$ cat config.mk
export PLATFORM = sky130hd
export DESIGN_NAME = pcrel_branch_unit
export DESIGN_NICKNAME = d
export VERILOG_FILES = /design/src/rtl/pcbr_pkg.sv /design/src/rtl/pcbr_cond.sv /design/src/rtl/pcbr_next.sv /design/src/rtl/pcrel_branch_unit.sv
export SDC_FILE = /design/constraint.sdc
export NUM_CORES = 1
export LEC_CHECK = 0
export CAP_MARGIN = 40
export CORE_MARGIN = 8
export CORE_UTILIZATION = 65
export DETAILED_ROUTE_END_ITERATION = 12
export DONT_BUFFER_PORTS = 1
export GPL_ROUTABILITY_DRIVEN = 1
export PLACE_DENSITY = 0.81
export SLEW_MARGIN = 20
export SYNTH_ARGS = -nofsm -noshare
export SYNTH_HDL_FRONTEND = slang
export SYNTH_SLANG_ARGS = --single-unit
$ cat constraint.sdc
create_clock -name clk -period 7.1 [get_ports clk]
set_input_delay 1.065 -clock clk [delete_from_list [all_inputs] [get_ports clk]]
set_output_delay 1.065 -clock clk [all_outputs]
set_load 0.02 [all_outputs]
$ cat src/rtl/pcbr_pkg.sv
package pcbr_pkg;
  typedef enum logic [2:0] {
    BR_NONE   = 3'd0,
    BR_ALWAYS = 3'd1,
    BR_NEG    = 3'd2,
    BR_NZ     = 3'd3,
    BR_Z      = 3'd4,
    BR_POS    = 3'd5
  } br_class_e;

  localparam int CLASS_W = 3;
endpackage

$ cat src/rtl/pcbr_cond.sv
module pcbr_cond
  import pcbr_pkg::*;
#(
  parameter int DATA_W = 16
) (
  input  logic [CLASS_W-1:0] cls,
  input  logic [DATA_W-1:0]  tval,
  output logic               is_neg,
  output logic               is_zero,
  output logic               hit
);
  function automatic logic eval_cond(input logic [CLASS_W-1:0] c,
                                     input logic neg, input logic zero);
    case (c)
      BR_ALWAYS: eval_cond = 1'b1;
      BR_NEG:    eval_cond = neg;
      BR_NZ:     eval_cond = !zero;
      BR_Z:      eval_cond = zero;
      BR_POS:    eval_cond = !neg && !zero;
      default:   eval_cond = 1'b0;
    endcase
  endfunction

  assign is_neg  = tval[DATA_W-1];
  assign is_zero = (tval == '0);
  assign hit     = eval_cond(cls, is_neg, is_zero);
endmodule

$ cat src/rtl/pcbr_next.sv
module pcbr_next #(
  parameter int PC_W  = 16,
  parameter int OFF_W = 8
) (
  input  logic [PC_W-1:0]  pc_cur,
  input  logic             len_two,
  input  logic             use_off,
  input  logic [OFF_W-1:0] off,
  output logic [PC_W-1:0]  seq_pc,
  output logic [PC_W-1:0]  tgt_pc
);
  function automatic logic [PC_W-1:0] sext_off(input logic [OFF_W-1:0] o);
    sext_off = {{(PC_W-OFF_W){o[OFF_W-1]}}, o};
  endfunction

  function automatic logic [PC_W-1:0] step_len(input logic two);
    step_len = two ? PC_W'(2) : PC_W'(1);
  endfunction

  assign seq_pc = pc_cur + step_len(len_two);
  assign tgt_pc = use_off ? (seq_pc + sext_off(off)) : seq_pc;
endmodule

$ cat src/rtl/pcrel_branch_unit.sv
module pcrel_branch_unit
  import pcbr_pkg::*;
#(
  parameter int PC_W   = 16,
  parameter int DATA_W = 16,
  parameter int OFF_W  = 8
) (
  input  logic               clk,
  input  logic               rst_n,
  input  logic               adv,
  input  logic               halt_req,
  input  logic [CLASS_W-1:0] br_class,
  input  logic               len_two,
  input  logic [OFF_W-1:0]   offset,
  input  logic [DATA_W-1:0]  tval,
  output logic [PC_W-1:0]    pc,
  output logic               taken,
  output logic               halted
);
  logic            cond_hit;
  logic            t_neg;
  logic            t_zero;
  logic            step_fire;
  logic            halt_fire;
  logic [PC_W-1:0] seq_pc;
  logic [PC_W-1:0] next_pc;

  pcbr_cond #(.DATA_W(DATA_W)) u_cond (
    .cls     (br_class),
    .tval    (tval),
    .is_neg  (t_neg),
    .is_zero (t_zero),
    .hit     (cond_hit)
  );

  assign halt_fire = halt_req && !halted;
  assign step_fire = adv && !halted && !halt_req;
  assign taken     = step_fire && cond_hit;

  pcbr_next #(.PC_W(PC_W), .OFF_W(OFF_W)) u_next (
    .pc_cur  (pc),
    .len_two (len_two),
    .use_off (taken),
    .off     (offset),
    .seq_pc  (seq_pc),
    .tgt_pc  (next_pc)
  );

  always_ff @(posedge clk or negedge rst_n) begin
    if (!rst_n) begin
      pc     <= '0;
      halted <= 1'b0;
    end else begin
      if (halt_fire) halted <= 1'b1;
      if (step_fire) pc <= next_pc;
    end
  end
endmodule

==> key figures, run 1 <==
Run status
  • Status: finished, final reports clean

Final layout
  • Area of the multi-input gates: 1360 sq um
  • Fillcell total: 242
  • Register area: 425 sq um
  • N_diodes: 0
  • Design area: 1880 sq um
  • Final nets: 270
  • Fin cells: 246
  • Layout cell share with drive strength beyond 1: 4.65%
  • Layout Area Growth over Synthesis: 2.39%

Worst setup path
  • Critical Path AT: 4140 ps
  • Element type at the critical path end: flip-flop
  • CP max stage cell: fa_1
  • CP cell instances: inv_1 > ha_1 > fa_1 > and3_1 > nand3_1 > xnor2_1 > ha_1 > o21a_1 > o2111a_1 > a22oi_1 > a21oi_1 > a21oi_1 > xor2_1 > a221oi_1
  • CP required: 7310 ps
  • Capturing point of the worst reg2reg path: pc[14]
  • Startpoint types: input pin
  • Kind of critical path: input pin to flip-flop
  • Critical path peak fanout: 5
  • Top delay family on crit path: compound AO/OA/AOI/OAI gates
  • Length in cells of the worst reg-to-reg path: 13
  • Crit path largest cell delay: 450 ps
  • CP bufs+invs: 1
  • Flop2flop setup slack: 3410 ps
  • Reg2reg start: pc[0]

Place
  • Placed cells: 242
  • Dpl hpwl: 3.92 mm
  • Dpl ws: 2850 ps
  • Port buffer count: 0
  • Placer Congestion: 0.943
  • Placed cell area: 1850 sq um

Route
  • Wire per inst: 20.2 um
  • Final ANT Viol Nets: 0
  • Total Wirelength: 4.98 mm
  • Vias: 1715
  • Vias/cell: 6.97
  • Starting DRT DRC Count: 127
  • Drt drc: 0
  • First-pass iteration count of the detailed router: 4

Power
  • Switch share: 43.3%
  • Clk pwr share: 16.3%
  • Net switching power: 152 uW
  • Reg power frac: 39.7%
  • Internal power: 199 uW
  • Pwr Density: 187 nW/um^2
  • Leakage: 0.000809 uW
  • Peak supply drop: 0.000137 V
  • Comb power frac: 43.9%

Clock network
  • CTS max path bufs: 2
  • CTS Buf Count: 3
  • Root buffer cell: clkbuf_4
  • Hold_buf cts: 0
  • H-tree levels: 1
  • CTS tree: yes
  • Worst-path clk slew: 110 ps
  • Setup Buffers After CTS: 0
  • Sink Count: 17
  • Clock insertion delay at the later pin of the skew report: 300 ps
  • Post_cts resized: 0

Floorplanning
  • Core Region: 2710 sq um
  • Std-Cell Rows: 19
  • Die height: 69.1 um
  • Io pins: 50
  • Die X-Extent: 69.1 um
  • Initial core utilization: 67.6%
  • Die area: 4780 sq um

Logic synthesis
  • Post-synth EDFFs: 0
  • Top cells by count, synth: ha_1, dfrtp_1, nand2_1
  • Count leader, synth: ha_1
  • Syn. warnings: 0
  • Area leader, netlist: dfrtp_1
  • Flops & latches, synth: 17
  • FFs w/ async S/R, synth: 100%
  • Synth Instances: 217
  • Synthesized area: 1830 sq um
  • Top-area cell type share of the netlist area: 23.2%
  • Main flop type after synthesis: dfrtp_1
  • Unique masters post-synth: 46
  • Post-Syn Nets: 271
  • Sequential fraction of the synthesis area: 23.2%
  • Area contributors post-synth: dfrtp_1, ha_1, xnor2_1
  • Syn_area_per_cell: 8.45 sq um

Global route
  • Largest net degree at the start of global routing: 23
  • Number of global-route vias before repair: 1839
  • Gr usage total: 20.1%
  • Initial antenna violation count: 0
  • Grt total ovfl: 0
  • First-pass GRT wire length: 8.30 mm

Run
  • Max cap viols: 0

STA
  • Final setup violation count: 0
  • Fin. Hold Viols: 0
  • Setup Skew: 1.86 ps
  • Rel. slew slack: 59.9%
  • Tightest Pin Transition: 600 ps
  • Part of the cycle the worst path needs: 55.4%
  • RSZ-0062 raised after global routing: false
  • Peak Freq: 254 MHz
  • Final Max Tran Viols: 0
  • Worst setup margin: 3170 ps
  • Total negative slack: 0 ps
  • Post-layout min period: 3930 ps

Hold path
  • Worst Hold Class: input pin to async pin
[metal layers]
metal  global-route usage [%]  vias up  wire length [um]
li1                         -      810                 -
met1                     22.0      810              1940
met2                     34.4       88              2400
met3                     6.58        7               576
met4                     8.43        0                57
met5                        0        -                 0
[cell families (layout without fill, tap and decap cells)]
kind of cell / after synthesis / after routing / share of synthesized area, %
adder cells (fa/ha/maj): 22 / 22 / 15.8
multiplexers: 1 / 1 / 0.546
AO/OA/AOI/OAI: 73 / 73 / 27.3
AND/OR/NAND/NOR: 67 / 67 / 18.3
XOR/XNOR: 26 / 26 / 12.4
buffers and inverters: 11 / 9 / 2.39
flip-flops: 17 / 17 / 23.2
[how the worst max path moves through the flow]
stage | endpoint | depth (start not counted) | start | slack, ps
after floorplan | pc[15] | 14 | len_two | 3100
after global placement | pc[15] | 14 | len_two | 3000
after detailed placement | pc[15] | 14 | len_two | 2850
after CTS | pc[15] | 14 | len_two | 3180
after global routing | pc[15] | 15 | len_two | 2990
final | pc[14] | 14 | len_two | 3170
[flip-flops by register name, indices dropped and copies added (netlist names)]
signal / cells
halted: 1
pc: 16
[layout by cell type (no fill, tap or decap), types with 3 or more instances in the layout]
cell type	synthesis	layout
o211ai_1	3	3
o21a_1	3	3
nor2_1	12	12
xnor2_1	16	16
inv_1	4	4
nor3_1	6	6
ha_1	20	20
o21ai_0	14	14
nand3_1	10	10
or3_1	3	3
o22ai_1	3	3
dfrtp_1	17	17
a21oi_1	16	16
clkbuf_4	0	3
xor2_1	10	10
a21o_1	5	5
nand2_1	17	17
a22oi_1	6	6
nor4_1	4	4
and3_1	5	5
[power by group through the flow]
| stage | sequential [uW] | combinational (uW) | clock (uW) |
|---|---|---|---|
| floorplan | 134 | 125 | 0 |
| global placement | 141 | 142 | 0 |
| detailed placement | 141 | 150 | 0 |
| CTS | 139 | 151 | 56.8 |
| global route | 142 | 171 | 59.2 |
| finish | 139 | 154 | 57.2 |
[metrics by stage]
stage | power, uW | util [%] | hold WS (ps)
3_5_place_dp | 291 | 68.3 | 618
2_1_floorplan | 259 | - | 583
5_1_grt | 372 | 69.3 | 424
3_3_place_gp | 282 | 68.3 | 613
4_1_cts | 347 | 69.3 | 435
6_report | 350 | 69.3 | 436
[final cells by class]
class | count | area share [%]
clock buffer | 4 | 1.40
inverter | 4 | 0.800
multi-input combinational | 189 | 72.7
sequential | 17 | 22.7
tap | 31 | 2.07
timing repair buffer | 1 | 0.400
No activity file was read; power rests on OpenSTA's default activity.
==> run 2: changes to the inputs <==
--- a/config.mk
+++ b/config.mk
@@ -7,11 +7,11 @@
 export LEC_CHECK = 0
 export CAP_MARGIN = 40
 export CORE_MARGIN = 8
-export CORE_UTILIZATION = 65
+export CORE_UTILIZATION = 64
 export DETAILED_ROUTE_END_ITERATION = 12
 export DONT_BUFFER_PORTS = 1
 export GPL_ROUTABILITY_DRIVEN = 1
-export PLACE_DENSITY = 0.81
+export PLACE_DENSITY = 0.8
 export SLEW_MARGIN = 20
 export SYNTH_ARGS = -nofsm -noshare
 export SYNTH_HDL_FRONTEND = slang
==> constraint.sdc (replaced) <==
create_clock -name clk -period 3.9 [get_ports clk]
set_input_delay 0.585 -clock clk [delete_from_list [all_inputs] [get_ports clk]]
set_output_delay 0.585 -clock clk [all_outputs]
set_load 0.02 [all_outputs]
==> run 2 against run 1 <==
  * Setup slack got worse by 3000 ps
  * Power up 82%
  * Worst hold slack lost 39 ps
  * Routed wire length is 1.9% lower
  * Clock power up 78%
  * Die area grew 1.2%
  * Global-route usage decreased by 0.071 points
  * Sequential power rose by 82%
  * Combinational power is 83% higher
  * Highest routed layer unchanged
==> key figures, run 2 (synthesized netlist as in run 1, its figures left out) <==
Worst setup path
  • Kind of critical path: flip-flop to flip-flop (was input pin to flip-flop)
  • Critical Path AT: 3910 ps (was 4140 ps)
  • CP required: 4130 ps (was 7310 ps)
  • Critical path peak fanout: 6 (was 5)
  • Element type at the critical path end: flip-flop (unchanged)
  • Startpoint types: flip-flop (was input pin)

Final layout
  • Area of the multi-input gates: 1370 sq um (was 1360 sq um)
  • Layout cell share with drive strength beyond 1: 6.42% (was 4.65%)
  • Final nets: 273 (was 270)
  • Flip-flop count of the largest register after layout: 16 (unchanged)
  • Layout Area Growth over Synthesis: 4.37% (was 2.39%)
  • Biggest regs: pc (16), halted (1) (unchanged)
  • Most frequent cells in the layout: ha_1, nand2_1, dfrtp_1 (unchanged)
  • Leading cell type in the layout, fill and taps excluded: ha_1 (unchanged)
  • Register bank with the most flops: pc (unchanged)
  • N_diodes: 0 (unchanged)
  • Fillcell total: 222 (was 242)
  • Register area: 425 sq um (unchanged)

Route
  • Vias: 1739 (was 1715)
  • Final ANT Viol Nets: 0 (unchanged)
  • Vias/cell: 6.98 (was 6.97)
  • Wire per inst: 19.6 um (was 20.2 um)
  • Drt drc: 0 (unchanged)
  • Starting DRT DRC Count: 163 (was 127)
  • Total Wirelength: 4.88 mm (was 4.98 mm)
  • First-pass iteration count of the detailed router: 4 (unchanged)

Power
  • Pwr Density: 333 nW/um^2 (was 187 nW/um^2)
  • Peak supply drop: 0.000244 V (was 0.000137 V)
  • Tot Pwr: 637 uW (was 350 uW)
  • Leakage: 0.000826 uW (was 0.000809 uW)

STA
  • Post-layout min period: 3680 ps
  • Total negative slack: 0 ps (unchanged)
  • Final setup violation count: 0 (unchanged)
  • RSZ-0062 raised after global routing: false (unchanged)
  • Tightest Pin Transition: 789 ps (was 600 ps)
  • Peak Freq: 272 MHz
  • Part of the cycle the worst path needs: 94.4%
  • Final Max Tran Viols: 0 (unchanged)
  • Fin. Hold Viols: 0 (unchanged)
  • Rel. slew slack: 47.4% (was 59.9%)
  • Setup Skew: 4.83 ps (was 1.86 ps)

Clock network
  • Root buffer cell: clkbuf_4 (unchanged)
  • Setup Buffers After CTS: 0 (unchanged)
  • CTS Buf Count: 3 (unchanged)
  • CTS tree: yes (unchanged)
  • H-tree levels: 1 (unchanged)
  • Worst-path clk slew: 110 ps (about the same)
  • Sink Count: 17 (unchanged)
  • Clock insertion delay at the later pin of the skew report: 300 ps (about the same)
  • CTS max path bufs: 2 (unchanged)

Global route
  • Grt peak-use layer: met2 (unchanged)
  • Routing usage on met3: 5.58% (was 6.58%)
  • GRT met1 Usage: 24.5% (was 22.0%)
  • Gr usage total: 20.0% (was 20.1%)
  • Global routing met2 resource utilization: 34.1% (was 34.4%)
  • Number of global-route vias before repair: 1772 (was 1839)
  • Initial antenna violation count: 0 (unchanged)
  • Grt total ovfl: 0 (unchanged)
  • First-pass GRT wire length: 8.35 mm (was 8.30 mm)
  • Largest net degree at the start of global routing: 19 (was 23)

Floorplanning
  • Die X-Extent: 69.5 um (was 69.1 um)
  • Die height: 69.5 um (was 69.1 um)
  • Std-Cell Rows: 19 (unchanged)
  • Core Region: 2730 sq um (was 2710 sq um)
  • Initial core utilization: 67.0% (was 67.6%)
  • Io pins: 50 (unchanged)
  • Die area: 4830 sq um (was 4780 sq um)

Run status
  • Status: finished, final reports clean (unchanged)

Hold path
  • Worst Hold Class: input pin to flip-flop (was input pin to async pin)

Place
  • Dpl hpwl: 3.87 mm (was 3.92 mm)
  • Port buffer count: 0 (unchanged)
  • Placer Congestion: 1.11 (was 0.943)

Run
  • Max cap viols: 0 (unchanged)
==> run 2: per-stage QoR <==
step	cell area (sq um)	std cells	hold slack (ps)	utilization, %	setup slack (ps)
2_1_floorplan	1830	217	289	-	380
3_3_place_gp	1860	243	290	68.0	276
3_5_place_dp	1860	243	290	68.0	122
4_1_cts	1900	248	399	69.3	204
5_1_grt	1910	249	405	70.0	11.3
6_report	1910	249	396	70.0	217
==> run 2: worst max-delay path: stages (launching register included) <==
cell and delay, ps:
dfrtp_1 490, ha_1 260, fa_1 450, and3_1 250
and2_1 170, xor2_1 160, ha_2 410, and3_1 190
o211ai_1 110, o211a_1 230, or3_1 360, a21boi_2 160
mux2i_1 230, xnor2_1 140
==> run 2: power breakdown <==
| part | switching, uW | total, uW | internal [uW] |
|---|---|---|---|
| sequential | 58.0 | 253 | 195 |
| clock | 63.7 | 102 | 38.3 |
| combinational | 153 | 282 | 129 |
| total | 275 | 637 | 362 |
==> run 2: area by class of cell <==
type,count,share of cell area (%)
multi-input cells,189,71.4
flip-flops and latches,17,22.2
inverters,4,0.785
well taps,31,2.03
clock inverters,1,0.262
repair buffers,4,2.09
clock buffers,3,1.18
==> run 2: path summary, 6_finish.rpt <==
kind | endpoint | from | depth (start not counted) | slack, ps
min in group asynchronous | pc[0] | rst_n | 1 | 570
setup / recovery | pc[15] | pc[0] | 13 | 220
max in group asynchronous | pc[15] | rst_n | 2 | 2950
hold reg to reg | pc[15] | pc[15] | 1 | 630
setup reg to reg | pc[15] | pc[0] | 13 | 220
hold / removal | halted | halt_req | 2 | 400
==> run 2: routing by layer <==
layer	routed length, um	vias to the layer above
met5	0	-
met1	1960	810
met3	567	6
met4	46	0
li1	-	823
met2	2310	100
==> run 2: what timing repair did <==
| item | CTS | global route |
|---|---|---|
| hold buffers | 1 | 0 |
| endpoints found under the hold margin | 17 | 0 |
| gates resized for setup | 0 | 1 |
| endpoints found under the setup margin | 0 | 1 |
